==> config.mk <==
export PLATFORM = sky130hd
export DESIGN_NAME = mw_prom_reader
export DESIGN_NICKNAME = d
export VERILOG_FILES = /design/src/rtl/mw_prom_pkg.sv /design/src/rtl/mw_half_timer.sv /design/src/rtl/mw_word_xfer.sv /design/src/rtl/mw_word_seq.sv /design/src/rtl/mw_pin_mux.sv /design/src/rtl/mw_prom_reader.sv
export SDC_FILE = /design/constraint.sdc
export NUM_CORES = 1
export LEC_CHECK = 0
export BUFFER_PORTS_ARGS = -buffer_cell sky130_fd_sc_hd__buf_2
export CELL_PAD_IN_SITES_DETAIL_PLACEMENT = 1
export CELL_PAD_IN_SITES_GLOBAL_PLACEMENT = 2
export CORE_MARGIN = 2
export CORE_UTILIZATION = 28
export CTS_CLUSTER_DIAMETER = 120
export DETAILED_ROUTE_END_ITERATION = 12
export GPL_TIMING_DRIVEN = 1
export PLACE_DENSITY = 0.67
export SYNTH_ARGS = -nofsm -noshare
export SYNTH_HDL_FRONTEND = slang
export SYNTH_HIERARCHICAL = 1
export SYNTH_SLANG_ARGS = --single-unit
==> constraint.sdc <==
create_clock -name clk -period 2.8 [get_ports clk]
set_input_delay 0.84 -clock clk [delete_from_list [all_inputs] [get_ports clk]]
set_output_delay 0.84 -clock clk [all_outputs]
set_load 0.03 [all_outputs]
==> src/rtl/mw_prom_pkg.sv <==
package mw_prom_pkg;

  // Word transfer phases: idle, low half of a bit slot, high half, and the
  // chip-select recovery gap after a word.
  typedef enum logic [1:0] {
    XF_IDLE,
    XF_LOW,
    XF_HIGH,
    XF_GAP
  } xfer_state_t;

  // Start bit followed by the two-bit read opcode, sent first in every frame.
  localparam logic [2:0] MW_READ_HDR = 3'b110;

  // Pin bit positions in the host register.
  localparam int HOST_CS_BIT  = 2;
  localparam int HOST_CLK_BIT = 1;
  localparam int HOST_DI_BIT  = 0;

endpackage

==> src/rtl/mw_half_timer.sv <==
module mw_half_timer #(
  parameter int HALF = 4
) (
  input  logic clk,
  input  logic rst,
  input  logic run,
  output logic tick
);

  localparam int CW = (HALF > 2) ? $clog2(HALF) : 1;
  localparam logic [CW-1:0] TOP = CW'(HALF - 1);

  logic [CW-1:0] cnt_q;

  // The count restarts from zero whenever the timer is stopped, so every
  // phase after a restart lasts the full HALF cycles.
  always_ff @(posedge clk) begin
    if (rst || !run) begin
      cnt_q <= '0;
    end else if (cnt_q == TOP) begin
      cnt_q <= '0;
    end else begin
      cnt_q <= cnt_q + 1'b1;
    end
  end

  assign tick = run && (cnt_q == TOP);

endmodule

==> src/rtl/mw_word_xfer.sv <==
module mw_word_xfer
  import mw_prom_pkg::*;
#(
  parameter int ADDR_W = 6,
  parameter int DATA_W = 16,
  parameter int HALF   = 4
) (
  input  logic              clk,
  input  logic              rst,
  input  logic              go,
  input  logic [ADDR_W-1:0] addr,
  input  logic              do_s,
  output logic              cs_o,
  output logic              sk_o,
  output logic              di_o,
  output logic              done_o,
  output logic              idle_o,
  output logic [DATA_W-1:0] data_o
);

  localparam int CMD_BITS  = 3 + ADDR_W;
  localparam int LAST_SLOT = CMD_BITS + DATA_W;
  localparam int SW        = $clog2(LAST_SLOT + 1);
  localparam logic [SW-1:0] CMD_END  = SW'(CMD_BITS);
  localparam logic [SW-1:0] CMD_LAST = SW'(CMD_BITS - 1);
  localparam logic [SW-1:0] SLOT_END = SW'(LAST_SLOT);

  xfer_state_t         st_q;
  logic [SW-1:0]       slot_q;
  logic [CMD_BITS-1:0] cmd_q;
  logic [DATA_W-1:0]   shreg_q;
  logic                gap_half_q;
  logic                tick;

  mw_half_timer #(.HALF(HALF)) u_timer (
    .clk  (clk),
    .rst  (rst),
    .run  (st_q != XF_IDLE),
    .tick (tick)
  );

  always_ff @(posedge clk) begin
    if (rst) begin
      st_q       <= XF_IDLE;
      slot_q     <= '0;
      cmd_q      <= '0;
      shreg_q    <= '0;
      gap_half_q <= 1'b0;
      cs_o       <= 1'b0;
      sk_o       <= 1'b0;
      di_o       <= 1'b0;
      done_o     <= 1'b0;
    end else begin
      done_o <= 1'b0;
      unique case (st_q)
        XF_IDLE: begin
          if (go) begin
            st_q   <= XF_LOW;
            slot_q <= '0;
            cs_o   <= 1'b1;
            sk_o   <= 1'b0;
            di_o   <= MW_READ_HDR[2];
            cmd_q  <= {MW_READ_HDR[1:0], addr, 1'b0};
          end
        end
        XF_LOW: begin
          if (tick) begin
            st_q <= XF_HIGH;
            sk_o <= 1'b1;
            // Rising edge: slots after the dummy slot carry data, MSB first.
            if (slot_q > CMD_END) begin
              shreg_q <= {shreg_q[DATA_W-2:0], do_s};
            end
          end
        end
        XF_HIGH: begin
          if (tick) begin
            sk_o <= 1'b0;
            if (slot_q == SLOT_END) begin
              st_q       <= XF_GAP;
              cs_o       <= 1'b0;
              di_o       <= 1'b0;
              done_o     <= 1'b1;
              gap_half_q <= 1'b0;
            end else begin
              // Falling edge: present the next command bit, or hold low.
              st_q   <= XF_LOW;
              slot_q <= slot_q + 1'b1;
              di_o   <= (slot_q < CMD_LAST) ? cmd_q[CMD_BITS-1] : 1'b0;
              cmd_q  <= cmd_q << 1;
            end
          end
        end
        XF_GAP: begin
          if (tick) begin
            gap_half_q <= 1'b1;
            if (gap_half_q) begin
              st_q <= XF_IDLE;
            end
          end
        end
        default: st_q <= XF_IDLE;
      endcase
    end
  end

  assign idle_o = (st_q == XF_IDLE);
  assign data_o = shreg_q;

endmodule

==> src/rtl/mw_word_seq.sv <==
module mw_word_seq #(
  parameter int ADDR_W = 6,
  parameter int WORDS  = 64,
  parameter int DATA_W = 16
) (
  input  logic              clk,
  input  logic              rst,
  input  logic              start,
  input  logic              host_en,
  input  logic              xfer_idle,
  input  logic              xfer_done,
  input  logic [DATA_W-1:0] xfer_data,
  output logic              go,
  output logic [ADDR_W-1:0] addr,
  output logic              busy,
  output logic              done,
  output logic              word_valid,
  output logic [ADDR_W-1:0] word_addr,
  output logic [DATA_W-1:0] word_data
);

  localparam logic [ADDR_W-1:0] LAST_ADDR = ADDR_W'(WORDS - 1);

  logic last_q;

  always_ff @(posedge clk) begin
    if (rst) begin
      go         <= 1'b0;
      addr       <= '0;
      busy       <= 1'b0;
      done       <= 1'b0;
      last_q     <= 1'b0;
      word_valid <= 1'b0;
      word_addr  <= '0;
      word_data  <= '0;
    end else begin
      go         <= 1'b0;
      done       <= 1'b0;
      word_valid <= 1'b0;
      if (!busy) begin
        if (start && !host_en) begin
          busy   <= 1'b1;
          addr   <= '0;
          last_q <= 1'b0;
          go     <= 1'b1;
        end
      end else if (xfer_done) begin
        word_valid <= 1'b1;
        word_addr  <= addr;
        word_data  <= xfer_data;
        if (addr == LAST_ADDR) begin
          last_q <= 1'b1;
        end else begin
          addr <= addr + 1'b1;
        end
      end else if (xfer_idle && !go) begin
        // The transfer engine has finished its recovery gap.
        if (last_q) begin
          busy   <= 1'b0;
          done   <= 1'b1;
          last_q <= 1'b0;
        end else begin
          go <= 1'b1;
        end
      end
    end
  end

endmodule

==> src/rtl/mw_pin_mux.sv <==
module mw_pin_mux
  import mw_prom_pkg::*;
#(
  parameter int SYNC = 2
) (
  input  logic       clk,
  input  logic       rst,
  input  logic       host_en,
  input  logic       host_wr,
  input  logic [2:0] host_wdata,
  input  logic       auto_cs,
  input  logic       auto_sk,
  input  logic       auto_di,
  input  logic       prom_do_i,
  output logic       prom_cs_o,
  output logic       prom_clk_o,
  output logic       prom_di_o,
  output logic       do_s,
  output logic [2:0] host_rdata
);

  logic [2:0]      host_q;
  logic [SYNC-1:0] sync_q;

  generate
    if (SYNC > 1) begin : g_chain
      always_ff @(posedge clk) begin
        if (rst) sync_q <= '0;
        else     sync_q <= {sync_q[SYNC-2:0], prom_do_i};
      end
    end else begin : g_single
      always_ff @(posedge clk) begin
        if (rst) sync_q <= '0;
        else     sync_q <= prom_do_i;
      end
    end
  endgenerate

  assign do_s = sync_q[SYNC-1];

  always_ff @(posedge clk) begin
    if (rst) begin
      host_q     <= '0;
      prom_cs_o  <= 1'b0;
      prom_clk_o <= 1'b0;
      prom_di_o  <= 1'b0;
      host_rdata <= '0;
    end else begin
      if (host_wr) begin
        host_q <= host_wdata;
      end
      if (host_en) begin
        prom_cs_o  <= host_q[HOST_CS_BIT];
        prom_clk_o <= host_q[HOST_CLK_BIT];
        prom_di_o  <= host_q[HOST_DI_BIT];
      end else begin
        prom_cs_o  <= auto_cs;
        prom_clk_o <= auto_sk;
        prom_di_o  <= auto_di;
      end
      host_rdata <= {host_q[HOST_CS_BIT], host_q[HOST_CLK_BIT], do_s};
    end
  end

endmodule

==> src/rtl/mw_prom_reader.sv <==
module mw_prom_reader #(
  parameter int ADDR_W = 6,
  parameter int WORDS  = 64,
  parameter int DATA_W = 16,
  parameter int HALF   = 4
) (
  input  logic              clk,
  input  logic              rst,
  input  logic              start,
  input  logic              host_en,
  input  logic              host_wr,
  input  logic [2:0]        host_wdata,
  output logic [2:0]        host_rdata,
  input  logic              prom_do_i,
  output logic              prom_cs_o,
  output logic              prom_clk_o,
  output logic              prom_di_o,
  output logic              stream_en,
  output logic              word_valid,
  output logic [ADDR_W-1:0] word_addr,
  output logic [DATA_W-1:0] word_data,
  output logic              done
);

  logic              go;
  logic [ADDR_W-1:0] cur_addr;
  logic              xf_cs, xf_sk, xf_di, xf_done, xf_idle;
  logic [DATA_W-1:0] xf_data;
  logic              do_s;

  mw_word_seq #(
    .ADDR_W (ADDR_W),
    .WORDS  (WORDS),
    .DATA_W (DATA_W)
  ) u_seq (
    .clk        (clk),
    .rst        (rst),
    .start      (start),
    .host_en    (host_en),
    .xfer_idle  (xf_idle),
    .xfer_done  (xf_done),
    .xfer_data  (xf_data),
    .go         (go),
    .addr       (cur_addr),
    .busy       (stream_en),
    .done       (done),
    .word_valid (word_valid),
    .word_addr  (word_addr),
    .word_data  (word_data)
  );

  mw_word_xfer #(
    .ADDR_W (ADDR_W),
    .DATA_W (DATA_W),
    .HALF   (HALF)
  ) u_xfer (
    .clk    (clk),
    .rst    (rst),
    .go     (go),
    .addr   (cur_addr),
    .do_s   (do_s),
    .cs_o   (xf_cs),
    .sk_o   (xf_sk),
    .di_o   (xf_di),
    .done_o (xf_done),
    .idle_o (xf_idle),
    .data_o (xf_data)
  );

  mw_pin_mux #(.SYNC(2)) u_pins (
    .clk        (clk),
    .rst        (rst),
    .host_en    (host_en),
    .host_wr    (host_wr),
    .host_wdata (host_wdata),
    .auto_cs    (xf_cs),
    .auto_sk    (xf_sk),
    .auto_di    (xf_di),
    .prom_do_i  (prom_do_i),
    .prom_cs_o  (prom_cs_o),
    .prom_clk_o (prom_clk_o),
    .prom_di_o  (prom_di_o),
    .do_s       (do_s),
    .host_rdata (host_rdata)
  );

endmodule

==> results of run 1 <==
-- registers in the layout, indices dropped and copies added, names as in the netlist, 2 cells and up --
name and count:
u_xfer/data_o 16, u_seq/word_data 16, u_xfer/st_q 2, u_xfer/u_timer/cnt_q 2, u_seq/addr 6, u_seq/word_addr 6, u_xfer/slot_q 5, u_pins/host_rdata 3
u_xfer/cmd_q 8, u_pins/sync_q 2, u_pins/host_q 3
-- stage by stage --
step | worst slack (ns) | util | instance area [um^2] | total power [mW]
5_1_grt | 0.08325 | 0.3416 | 3900 | 2.705
3_5_place_dp | 0.3542 | 0.3132 | 3576 | 1.334
4_1_cts | 0.3484 | 0.3416 | 3900 | 2.634
3_3_place_gp | 0.4269 | 0.3132 | 3576 | 1.332
2_1_floorplan | 0.4736 | - | 3282 | 1.301
6_report | 0.3481 | 0.3416 | 3900 | 2.579
-- layer usage --
layer / track usage / routed length (um)
met1: 0.1724 / 3755
met2: 0.2060 / 3543
met3: 0.02268 / 186
met4: 0.06829 / 153
met5: 0 / 0
-- worst max-delay path: stages, from the launching register on --
cell       delay [ns]
dfxtp_1          0.58
nor2_1           0.21
inv_1            0.12
and2_1           0.32
nand2_1          0.17
a2111oi_4        0.32
buf_4            0.34
mux2i_1          0.22
nor2_1           0.05
-- where the power goes --
part	switching (mW)	internal [mW]	leakage (nW)
registers	0.0192	1.19	0.663
logic	0.0616	0.0387	0.645
clock network	0.486	0.787	0.156
-- cell usage in the layout (no fill, tap or decap), drive strengths merged, types with 7 or more instances in the layout --
| cell | n |
|---|---|
| nand2 | 58 |
| nand3 | 10 |
| nor2b | 7 |
| a21oi | 33 |
| dfxtp | 82 |
| nand2b | 7 |
| clkbuf | 9 |
| o21ai | 7 |
| nor2 | 49 |
| a211oi | 9 |
| buf | 43 |
| mux2i | 29 |
-- kinds of logic after synthesis --
family	after synthesis
simple gates	155
flops	82
compound gates	65
mux	29
buf+inv	25
fa+ha+maj	4
-- layout make-up --
class                   instances  share of cell area
multi-input cells             253              0.3885
flip-flops and latches         82              0.4209
clock buffers                   9             0.05775
clock inverters                 7             0.02534
inverters                       4            0.003850
repair buffers                 43             0.05775
well taps                     143             0.04588
-- worst max path at each step --
stage,start,endpoint,slack (ns)
CTS,u_xfer/st_q[1],u_xfer/data_o[12],0.35
global route,u_xfer/st_q[1],u_xfer/data_o[3],0.08
finish,u_xfer/st_q[1],u_xfer/data_o[2],0.35
detailed placement,u_xfer/st_q[1],u_xfer/data_o[12],0.35
global placement,u_xfer/st_q[1],u_xfer/data_o[2],0.43
floorplan,u_xfer/st_q[0],u_xfer/data_o[11],0.47
==> results by stage, run 1 <==
Clock network:
- The clock root buffer is clkbuf_16.
- Counting every sink on the clock net gives 82.
- At the later pin of the worst-skew pair, clock insertion delay measures 0.34 ns.
- TritonCTS built the clock tree.
- The worst-case clock buffer depth is 2.
- In this run, post-CTS repair resized a total of 0 instances.
- The number of levels in the clock H-tree is 3.
- Clock-pin slew was measured on the worst setup and hold paths at 0.06 ns.
- After clock tree synthesis, the flow added hold-fix buffers numbering 0.
- The number of buffers created by CTS is 9.
- The number of setup buffers added after CTS is 0.

Logic synthesis:
- Measured against the total synthesized area, the mux share comes to 0.08845.
- The xor-xnor portion of the synthesized cell area is 0.
- Of the total synthesized cell area, the portion taken by full adders, half adders and majority gates is 0.01525.
- The post-synthesis area per instance is a little over 9 um^2.
- In this run, synthesis produced a sequential element count of between 80 and 90.
- The synthesized netlist contains 46 unique library cells.
- The area fraction in compound gates after synthesis is 0.1357.
- The simple logic cell fraction of the synthesized area is 0.2223.
- The most used flip-flop cell after synthesis is dfxtp_1.
- Counting flops with an async set or reset pin after synthesis yields a share of 0.
- The cell taking the most area after synthesis is dfxtp_1.
- The count of warnings emitted by yosys is 6.
- The share of the Yosys chip area taken by registers is 0.5002.
- The share of synthesized area in the top cell type comes to 0.5002.
- The number of nets in the synthesized netlist is 373.
- The dominant cell by count in the synthesized netlist is dfxtp_1.
- By area, the combinational part of the netlist is dominated by simple AND/OR/NAND/NOR gates.
- After synthesis the cells add up to ~0.0033 mm^2.
- In the post-synthesis netlist, the biggest area contributors are dfxtp_1, mux2i_1, nand2_1.
- The number of flops mapped to enable cells by yosys is 0.
- The cell count after synthesis came out at 360.
- Ranked by instance count, the synthesized netlist is headed by dfxtp_1, nand2_1, nor2_1.

Global routing:
- The wire length of the first global-routing pass is 13190 um.
- The number of global-route vias before repair is around 2.6k.
- The maximum number of pins on one net before global-route repair is 37.
- The number of antenna violations at the first check in global routing was 0.
- The total track usage is 0.1309.
- The total grt overflow is 0.

Cells and area:
- Of the cells placed in the final design, the portion with a size suffix greater than 1 is 0.1809.
- The filler cells instantiated in the layout total 1352.
- Compared with the post-synthesis result, the final layout area differs by 18.83%.
- In the final layout, flip-flops and latches occupy 0.001642 mm^2.
- The final layout contains 406 nets.
- The footprint of the multi-input gates is 0.001515 mm^2.
- The repair_antennas step left the layout with diodes totalling 0.
- The finished layout holds around 540 standard cells, fillers aside.

Drt:
- In this run, the number of DRC markers left after iteration 0 of detailed routing was 76.
- The detail-routed via count per cell is 4.717.
- The detailed router placed between 2k and 3k vias in this run.
- The pre-antenna-repair detailed-routing pass consisted of 4 iterations.
- Once detail routing completed, the nets flagged for antenna violations numbered 0.
- The post-detailed-route DRC marker count is 0.
- Wires add up to 7638 um.
- After detailed routing, the average wire length per cell comes to 14.12 um.

Placement:
- The number of port buffers is 39.
- The HPWL after detailed placement is 5107 um.
- The final weighted congestion in routability-driven placement is between 0.7 and 0.8.
- The number of placed instances, taps included, is 525.

Die:
- 40 I/O pins were placed.
- The die outline height is 112.3 um.
- For this configuration, the core starts out at a cell density of 0.2874.
- The initialized floorplan defines 39 standard-cell rows.
- The floorplan die area is roughly 0.013 mm^2.
- The x dimension of the die is 112.3 um.
- The total area inside the core boundary comes to 0.01142 mm^2.

Timing:
- Subtracting the final worst setup slack from the clock period gives 2.452 ns.
- The share of the cycle needed by the critical path after routing is 0.8757.
- The worst-margin pin slew is 0.5730 ns.
- The number of hold violations in the final report was 0.
- Hold timing on the final database bottoms out at a slack of 0.4420 ns.
- Across the routed clock network, the largest skew measured is between 0.005 and 0.006 ns.
- The highest clock frequency the design can meet is slightly above 400 MHz.
- In this run the tightest slew margin relative to its limit is 0.6167.
- The final-report setup violation count is 0.
- The max-slew violation total from the final report was 0.
- The accumulated negative setup slack is 0 ns.
- Setup repair after global routing left no endpoint under its margin.

Status:
- The run finished with clean final reports.

Critical path:
- The startpoint identified for the worst register-to-register timing path is u_xfer/st_q[1].
- Across all register-to-register paths, the minimum setup slack is ~0.35 ns.
- The type of the worst setup path is reg2reg.
- STA puts the critical path data required time at approximately 3 ns.
- The worst setup path is captured at a flip-flop.
- The worst register-to-register path has a depth of 8.
- The biggest fanout along the worst timing path is 16.
- The worst setup path is launched from a flip-flop.
- STA puts the critical path data arrival time at 2.66 ns.
- The endpoint of the lowest-slack register-to-register path is u_xfer/data_o[2].

Min path:
- The endpoint of the worst hold path is u_pins/sync_q[1].
- The critical hold path startpoint is u_pins/sync_q[0].
- The worst hold-check path type is reg2reg.
- Along the worst hold path, the cell count comes to 1.

Power and ir drop:
- IR analysis of the VDD net gives a maximum drop of 261.8 uV.
- Dividing total power by cell area gives a power density of roughly 660 mW/mm^2.
- For this design the static power due to leakage is about 1.5 nW.

Job:
- The number of max-capacitance violations reported is 0.
Power figures use the tool's default switching activity.
==> run 2, diff against run 1 <==
--- a/config.mk
+++ b/config.mk
@@ -14,6 +14,7 @@
 export DETAILED_ROUTE_END_ITERATION = 12
 export GPL_TIMING_DRIVEN = 1
 export PLACE_DENSITY = 0.67
+export RECOVER_POWER = 50
 export SYNTH_ARGS = -nofsm -noshare
 export SYNTH_HDL_FRONTEND = slang
 export SYNTH_HIERARCHICAL = 1
==> results by stage, run 2 (synthesized netlist as in run 1, its figures left out) <==
Critical path:
- The last element of the critical path is u_xfer/data_o[2].
- Broken down by cell family, the worst path's largest delay share belongs to simple AND/OR/NAND/NOR gates.
- The register-to-register path setup slack is 0.32 ns (-0.03 ns).
- The biggest fanout along the worst timing path came to 16 (unchanged).
- The slowest stage cell on the critical path is dfxtp_1.
- The required time at the endpoint of the critical path came to 2.99 ns (-0.02 ns).
- Counting stages on the worst path, the most repeated cell is nor2_1.
- The number of cell instances on the worst register-to-register path is 8 (unchanged).
- The longest individual stage delay on the worst path was 0.58 ns (about the same).
- The nature of the critical path endpoint is a flip-flop.
- The arrival time reported for the critical path endpoint is 2.67 ns (about the same).
- The critical path starts at u_xfer/st_q[1].
- The critical path goes through nor2_1, inv_1, and2_1, nand2_1, a2111oi_4, buf_4, mux2i_1, nor2_1.
- The buffering stage count on the worst path with inverters included is 2 (unchanged).
- By startpoint and endpoint, the worst setup path is classified as reg2reg.
- The total stage count of the critical path was 8 (unchanged).
- The worst setup path is launched from a flip-flop.
- In this run the critical register-to-register path is launched from u_xfer/st_q[1].
- The worst register-to-register path ends at u_xfer/data_o[2].

Die:
- The initial standard-cell utilization of the core is 0.2874 (unchanged).
- The number of rows created at floorplan is 39 (unchanged).
- The core box area is 0.01142 mm^2 (unchanged).
- The floorplan die area is 0.01260 mm^2 (unchanged).
- The die outline height came to 112.3 um (unchanged).
- The x dimension of the die is 112.3 um (unchanged).
- The number of top-level pins is 40 (unchanged).

Clock network:
- The clock sink count is 82 (unchanged).
- The clock root buffer is clkbuf_16.
- TritonCTS built the clock tree.
- The worst-case clock buffer depth is 2 (unchanged).
- The number of buffers created by CTS is 9 (unchanged).
- The number of levels in the clock H-tree was 3 (unchanged).
- The number of buffers inserted by hold repair at cts was 0 (unchanged).
- The quantity of gates resized following cts is 0 (unchanged).
- The post-CTS clock slew at the launch and capture registers of the worst setup and hold paths is 0.06 ns (about the same).
- The insertion delay to the later sink of the worst-skew pair is 0.34 ns (about the same).
- The number of setup buffers added after CTS is 0 (unchanged).

Drt:
- The post-detailed-route DRC marker count is 0 (unchanged).
- The average routed wire per standard cell came to 14.08 um (-0.27%).
- The detail-routed via count per cell is 4.713 (about the same).
- The antenna violation net count after detailed routing is 0 (unchanged).
- The detailed-route wire length was 7617 um (-0.27%).
- The count of TritonRoute iterations in the first routing pass is 4 (unchanged).
- The iteration-0 DRC count of the detailed router is 80 (+5.3%).
- The number of vias after detailed routing is 2550 (-0.078%).

Power and ir drop:
- The maximum vdd drop is 262.3 uV (+0.18%).
- The reported leakage power is 1.376 nW (-6.1%).
- The total chip power is 2.576 mW (-0.11%).
- The power per unit of standard cell area is 667.2 mW/mm^2 (+0.89%).

Cells and area:
- Compared with the post-synthesis result, the final layout area differs by 17.65%.
- The final layout net count is 406 (unchanged).
- Leaving out fill and tap cells, the most frequent cell in the layout is dfxtp_1.
- The number of antenna repair diodes is 0 (unchanged).
- The share of post-route cells with drive strength above 1 is 0.1256 (-0.05528).
- In the layout the commonest cells are dfxtp_1, nand2_1, nor2_1.

Global routing:
- The number of antenna violations at the first check in global routing came to 0 (unchanged).
- The maximum number of pins on one net before global-route repair came to 37 (unchanged).
- The total grt overflow is 0 (unchanged).
- The wire length of the first global-routing pass is 13190 um (unchanged).
- The total track usage came to 0.1309 (unchanged).
- The number of global-route vias before repair is 2629 (unchanged).

Timing:
- The normalized max-slew margin is 0.3272 (-0.2894).
- The minimum setup slack in the final design came to 0.3226 ns (-0.02556 ns).
- The max-slew violation total from the final report was 0 (unchanged).
- Setup repair after global routing left no endpoint under its margin.
- The maximum clock skew at final layout is 0.006397 ns (+0.0004313 ns).
- The accumulated negative setup slack was 0 ns (unchanged).
- The share of the cycle needed by the critical path after routing is 0.8848 (+0.009129).
- The worst-margin pin slew is 1.007 ns (+0.4338 ns).
- The highest clock frequency the design can meet is 403.6 MHz (-1.0%).
- The final critical delay including setup and external delays came to 2.477 ns (+0.02556 ns).
- The number of hold violations in the final report is 0 (unchanged).
- The final-report setup violation count was 0 (unchanged).

Status:
- The run finished with clean final reports.

Placement:
- The final weighted congestion in routability-driven placement is 0.7259 (unchanged).
- The number of port buffers is 39 (unchanged).
- The HPWL after detailed placement is 5107 um (unchanged).
- The post-place setup slack is 0.3542 ns (unchanged).

Job:
- The number of max-capacitance violations reported is 0 (unchanged).

Min path:
- In this run the worst hold path is classified as reg2reg.
## run 2: cell types whose count changed in the layout (fill, tap and decap cells not counted), sizes merged
cell    delta
clkbuf    +22
buf       -22
## run 2: worst min-delay path by stage
stage                            startpoint                      end  slack [ns]  cells past startpoint
floorplan                  u_pins/sync_q[0]         u_pins/sync_q[1]        0.41                      1
global placement           u_pins/sync_q[0]         u_pins/sync_q[1]        0.42                      1
global route        u_xfer/u_timer/cnt_q[0]  u_xfer/u_timer/cnt_q[0]        0.45                      1
CTS                        u_pins/sync_q[0]         u_pins/sync_q[1]        0.45                      1
finish              u_xfer/u_timer/cnt_q[0]  u_xfer/u_timer/cnt_q[0]        0.44                      1
detailed placement         u_pins/sync_q[0]         u_pins/sync_q[1]        0.43                      1
## run 2: per-layer routing
layer,part of all wire,vias up,global-route usage
met5,0,-,0
met3,0.027,10,0.02268
met1,0.49,1200,0.1724
li1,-,1301,-
met2,0.46,39,0.2060
met4,0.020,0,0.06829
## run 2: report_power, final
part           total (mW)  switching, mW  internal (mW)
clock network        1.27          0.486          0.787
logic              0.0978         0.0614         0.0364
registers            1.21         0.0189           1.19
total                2.58          0.566           2.01
## run 2: area by class of cell
| class | count | area (um^2) |
|---|---|---|
| Clock buffer | 9 | 225.2 |
| Clock inverter | 7 | 98.84 |
| Fill cell | 1357 | 7557 |
| Inverter | 4 | 15.01 |
| Multi-Input combinational cell | 253 | 1506 |
| Sequential cell | 82 | 1642 |
| Tap cell | 143 | 178.9 |
| Timing Repair Buffer | 43 | 195.2 |
## run 2: worst register-to-register path: stages, from the launching register on
cell       delay [ns]
dfxtp_1          0.58
nor2_1           0.21
inv_1            0.12
and2_1           0.32
nand2_1          0.17
a2111oi_4        0.33
buf_4            0.34
mux2i_1          0.22
nor2_1           0.05
## run 2: through the flow
stage	std cells	cell area, um^2	hold WS (ns)	util
floorplan	360	3282	0.4138	-
global placement	525	3576	0.4185	0.3132
detailed placement	525	3576	0.4334	0.3132
CTS	541	3900	0.4469	0.3416
global route	541	3861	0.4506	0.3382
finish	541	3861	0.4357	0.3382
==> run 3, diff against run 2 <==
--- a/config.mk
+++ b/config.mk
@@ -5,6 +5,7 @@
 export SDC_FILE = /design/constraint.sdc
 export NUM_CORES = 1
 export LEC_CHECK = 0
+export ABC_AREA = 1
 export BUFFER_PORTS_ARGS = -buffer_cell sky130_fd_sc_hd__buf_2
 export CELL_PAD_IN_SITES_DETAIL_PLACEMENT = 1
 export CELL_PAD_IN_SITES_GLOBAL_PLACEMENT = 2
@@ -13,7 +14,7 @@
 export CTS_CLUSTER_DIAMETER = 120
 export DETAILED_ROUTE_END_ITERATION = 12
 export GPL_TIMING_DRIVEN = 1
-export PLACE_DENSITY = 0.67
+export PLACE_DENSITY = 0.72
 export RECOVER_POWER = 50
 export SYNTH_ARGS = -nofsm -noshare
 export SYNTH_HDL_FRONTEND = slang
==> results by stage, run 3 <==
Drt:
- The post-detailed-route DRC marker count came to 0 (unchanged).
- The detail-routed via count per cell is 4.424 (-6.1%).
- The number of vias after detailed routing is 3141 (+23%).
- The iteration-0 DRC count of the detailed router is 96 (+20%).
- The detailed-route wire length is 9203 um (+21%).
- The average routed wire per standard cell is 12.96 um (-7.9%).
- The antenna violation net count after detailed routing is 0 (unchanged).
- The count of TritonRoute iterations in the first routing pass was 4 (unchanged).

Die:
- The x dimension of the die is 116.5 um (+3.8%).
- The number of top-level pins came to 40 (unchanged).
- The core box area was 0.01247 mm^2 (+9.2%).
- The number of rows created at floorplan was 41 (+5.1%).
- The floorplan die area is 0.01358 mm^2 (+7.7%).
- The die outline height is 116.5 um (+3.8%).
- The initial standard-cell utilization of the core came to 0.2844 (-0.003068).

Clock network:
- The quantity of gates resized following cts is 0 (unchanged).
- The CTS tree is done.
- The worst-case clock buffer depth is 2 (unchanged).
- The number of setup buffers added after CTS came to 0 (unchanged).
- The post-CTS clock slew at the launch and capture registers of the worst setup and hold paths is 0.07 ns (about the same).
- The number of levels in the clock H-tree is 3 (unchanged).
- The clock sink count was 82 (unchanged).
- The number of buffers created by CTS is 9 (unchanged).
- The insertion delay to the later sink of the worst-skew pair is 0.34 ns (about the same).
- The number of buffers inserted by hold repair at cts was 0 (unchanged).
- The tree is rooted in a clkbuf_16.

Timing:
- The share of the cycle needed by the critical path after routing is 0.7078 (-0.1770).
- Setup repair after global routing left no endpoint under its margin.
- The number of hold violations in the final report is 0 (unchanged).
- The minimum setup slack in the final design is 0.8182 ns (+0.4956 ns).
- The final-layout worst hold slack is 0.4077 ns (-0.02796 ns).
- The final-report setup violation count is 0 (unchanged).
- The maximum clock skew at final layout was 0.008784 ns (+0.002386 ns).
- The final critical delay including setup and external delays is 1.982 ns (-0.4956 ns).
- The max-slew violation total from the final report is 0 (unchanged).
- The normalized max-slew margin is 0.5405 (+0.2133).
- The highest clock frequency the design can meet came to 504.6 MHz (+25%).
- The accumulated negative setup slack is 0 ns (unchanged).
- The worst-margin pin slew came to 0.6885 ns (-0.3182 ns).

Cells and area:
- Leaving out fill and tap cells, the most frequent cell in the layout is nand2_1.
- The number of antenna repair diodes is 0 (unchanged).
- The top cell types in the final layout, fill and taps aside, are nand2_1, nor2_1, dfxtp_1.
- The area growth from synthesis to layout is 17.72% (about the same).
- The final instance count without filler cells is 710 (+31%).
- The final non-filler cell area is 0.004173 mm^2 (+8.1%).
- The share of post-route cells with drive strength above 1 was 0.1227 (-0.002952).
- The final layout net count came to 546 (+34%).

Critical path:
- The number of cell instances on the worst register-to-register path is 9 (+1).
- The biggest fanout along the worst timing path is 17 (+1).
- The register-to-register path setup slack was 0.82 ns (+0.50 ns).
- The type of the worst setup path is reg2reg.
- STA classifies the critical path startpoint as a flip-flop.
- The endpoint identified for the worst register-to-register timing path is u_xfer/slot_q[3].
- The required time at the endpoint of the critical path came to 3.03 ns (+0.04 ns).
- The nature of the critical path endpoint is a flip-flop.
- In this run the critical register-to-register path is launched from u_xfer/st_q[0].
- The arrival time reported for the critical path endpoint is 2.21 ns (-0.46 ns).

Global routing:
- The wire length of the first global-routing pass is 15380 um (+17%).
- The met1 routing resource usage after global routing was 0.1977 (+0.02533).
- The total track usage is 0.1456 (+0.01478).
- The number of global-route vias before repair is 3111 (+18%).
- The total grt overflow is 0 (unchanged).
- The busiest metal layer after global routing is met2.
- The number of antenna violations at the first check in global routing is 0 (unchanged).
- The met2 layer usage reported by global route is 0.2252 (+0.01917).
- The maximum number of pins on one net before global-route repair is 33 (-11%).
- The met3 usage in global routing is 0.03425 (+0.01157).

Logic synthesis:
- The most common cell in the synthesized netlist is nand2_1.
- The proportion of synthesized flip-flops having asynchronous set or reset is 0 (unchanged).
- Yosys attributes the largest share of cell area to dfxtp_1, nand2_1, nor2_1.
- The synthesized area is 0.003545 mm^2 (+8.0%).
- The number of flops mapped to enable cells by yosys is 0 (unchanged).
- The register bit total from synthesis is 82 (unchanged).
- The total nets after synthesis is 511 (+37%).
- The number of library cell types mapped by synthesis is 30 (-35%).
- The portion of the post-synthesis area used by sequential elements is 0.4631 (-0.03708).
- The cell taking the most area after synthesis is dfxtp_1.
- In the synthesized netlist, the cells that appear most often are nand2_1, nor2_1, dfxtp_1.
- In the synthesized netlist the dominant register cell turns out to be dfxtp_1.
- The number of instances in the synthesized netlist is 498 (+38%).
- The post-synthesis area per instance is 7.118 um^2 (-22%).
- The proportion of netlist area held by the largest area contributor is 0.4631 (-0.03708).
- The count of warnings emitted by yosys is 6 (unchanged).

Placement:
- The post-place setup slack came to 0.8252 ns (+0.4710 ns).
- The total cell area at the placement stage is 0.003870 mm^2 (+8.2%).
- The HPWL after detailed placement is 6296 um (+23%).
- The post-placement cell count is 694 (+32%).
- The number of port buffers is 39 (unchanged).
- The final weighted congestion in routability-driven placement is 0.7695 (+6.0%).

Power and ir drop:
- The combinational group share of total power is 0.152 (+0.114).
- The internal power came to 2.186 mW (+8.7%).
- The power spent charging and discharging nets came to 0.8995 mW (+59%).
- The clock group share of total power is 0.433 (-0.061).
- The sequential power share is 0.415 (-0.053).
- The power per unit of standard cell area is 739.4 mW/mm^2 (+11%).
- The reported leakage power is 1.745 nW (+27%).
- The fraction of power spent switching nets is 0.2916 (+0.07186).
- The maximum vdd drop is 322.4 uV (+23%).

Min path:
- The cell count of the worst hold path is 2 (+1).
- The path class of the tightest hold or removal check is reg2reg.
- The endpoint of the worst hold path is u_pins/sync_q[1].
- In this run the most critical hold path is launched from u_pins/sync_q[0].

Status:
- The run finished with clean final reports.

Job:
- The number of max-capacitance violations reported came to 0 (unchanged).
[run 3: cell count changes in the layout (fill, tap and decap cells not counted), moves of 8 or more]
cell	delta
a211oi_1	-8
a21oi_1	+8
mux2i_1	-29
inv_1	+47
nand3_1	+29
nor2_1	+50
nand2_1	+48
o21ai_0	+19
[run 3: area by class of cell]
| type | instances | area (um^2) |
|---|---|---|
| inverter | 56 | 210.2 |
| timing repair buffer | 44 | 216.5 |
| fill | 1564 | 8293 |
| clock buffer | 11 | 252.7 |
| clock inverter | 5 | 85.08 |
| sequential | 82 | 1642 |
| tap | 172 | 215.2 |
| multi-input combinational | 340 | 1551 |
[run 3: stage by stage]
stage                 util  total power, mW
floorplan                -            1.679
global placement    0.3104            1.777
detailed placement  0.3104            1.793
CTS                 0.3375            3.150
global route        0.3347            3.255
finish              0.3347            3.085
[run 3: kinds of logic (layout without fill, tap and decap cells)]
logic type	Yosys count	in the layout	synth area share
simple gates	262	262	0.3177
flops	82	82	0.4631
buf+inv	76	116	0.09389
compound gates	74	74	0.1112
fa+ha+maj	4	4	0.01412
[run 3: power groups by stage]
stage / sequential (mW) / combinational (mW) / clock, mW
global route: 1.29 / 0.542 / 1.43
detailed placement: 1.31 / 0.483 / 0
global placement: 1.31 / 0.468 / 0
floorplan: 1.30 / 0.383 / 0
CTS: 1.28 / 0.486 / 1.38
finish: 1.28 / 0.468 / 1.34
[run 3: layer usage]
| layer | part of all wire | vias to the layer above |
|---|---|---|
| met5 | 0 | - |
| met4 | 0.016 | 0 |
| met3 | 0.035 | 12 |
| met2 | 0.44 | 39 |
| met1 | 0.51 | 1448 |
| li1 | - | 1642 |
[run 3: how the worst max path moves through the flow]
stage,slack [ns],cells after the start,from,to
after global placement,0.83,10,u_xfer/st_q[1],u_xfer/data_o[14]
after global routing,0.57,9,u_xfer/st_q[0],u_xfer/slot_q[4]
after floorplan,1.19,10,u_xfer/st_q[0],u_xfer/data_o[0]
after CTS,0.81,9,u_xfer/st_q[0],u_xfer/slot_q[3]
final,0.82,9,u_xfer/st_q[0],u_xfer/slot_q[3]
after detailed placement,0.83,4,rst,u_seq/word_data[6]
[run 3: critical path, cell delays in order, from the launching register on]
cell	delay [ns]
dfxtp_1	0.47
inv_1	0.17
nand2_1	0.15
nand2_1	0.06
inv_1	0.18
nand3_2	0.14
nand2_4	0.22
nand2_2	0.23
a21oi_1	0.20
nor2_1	0.05
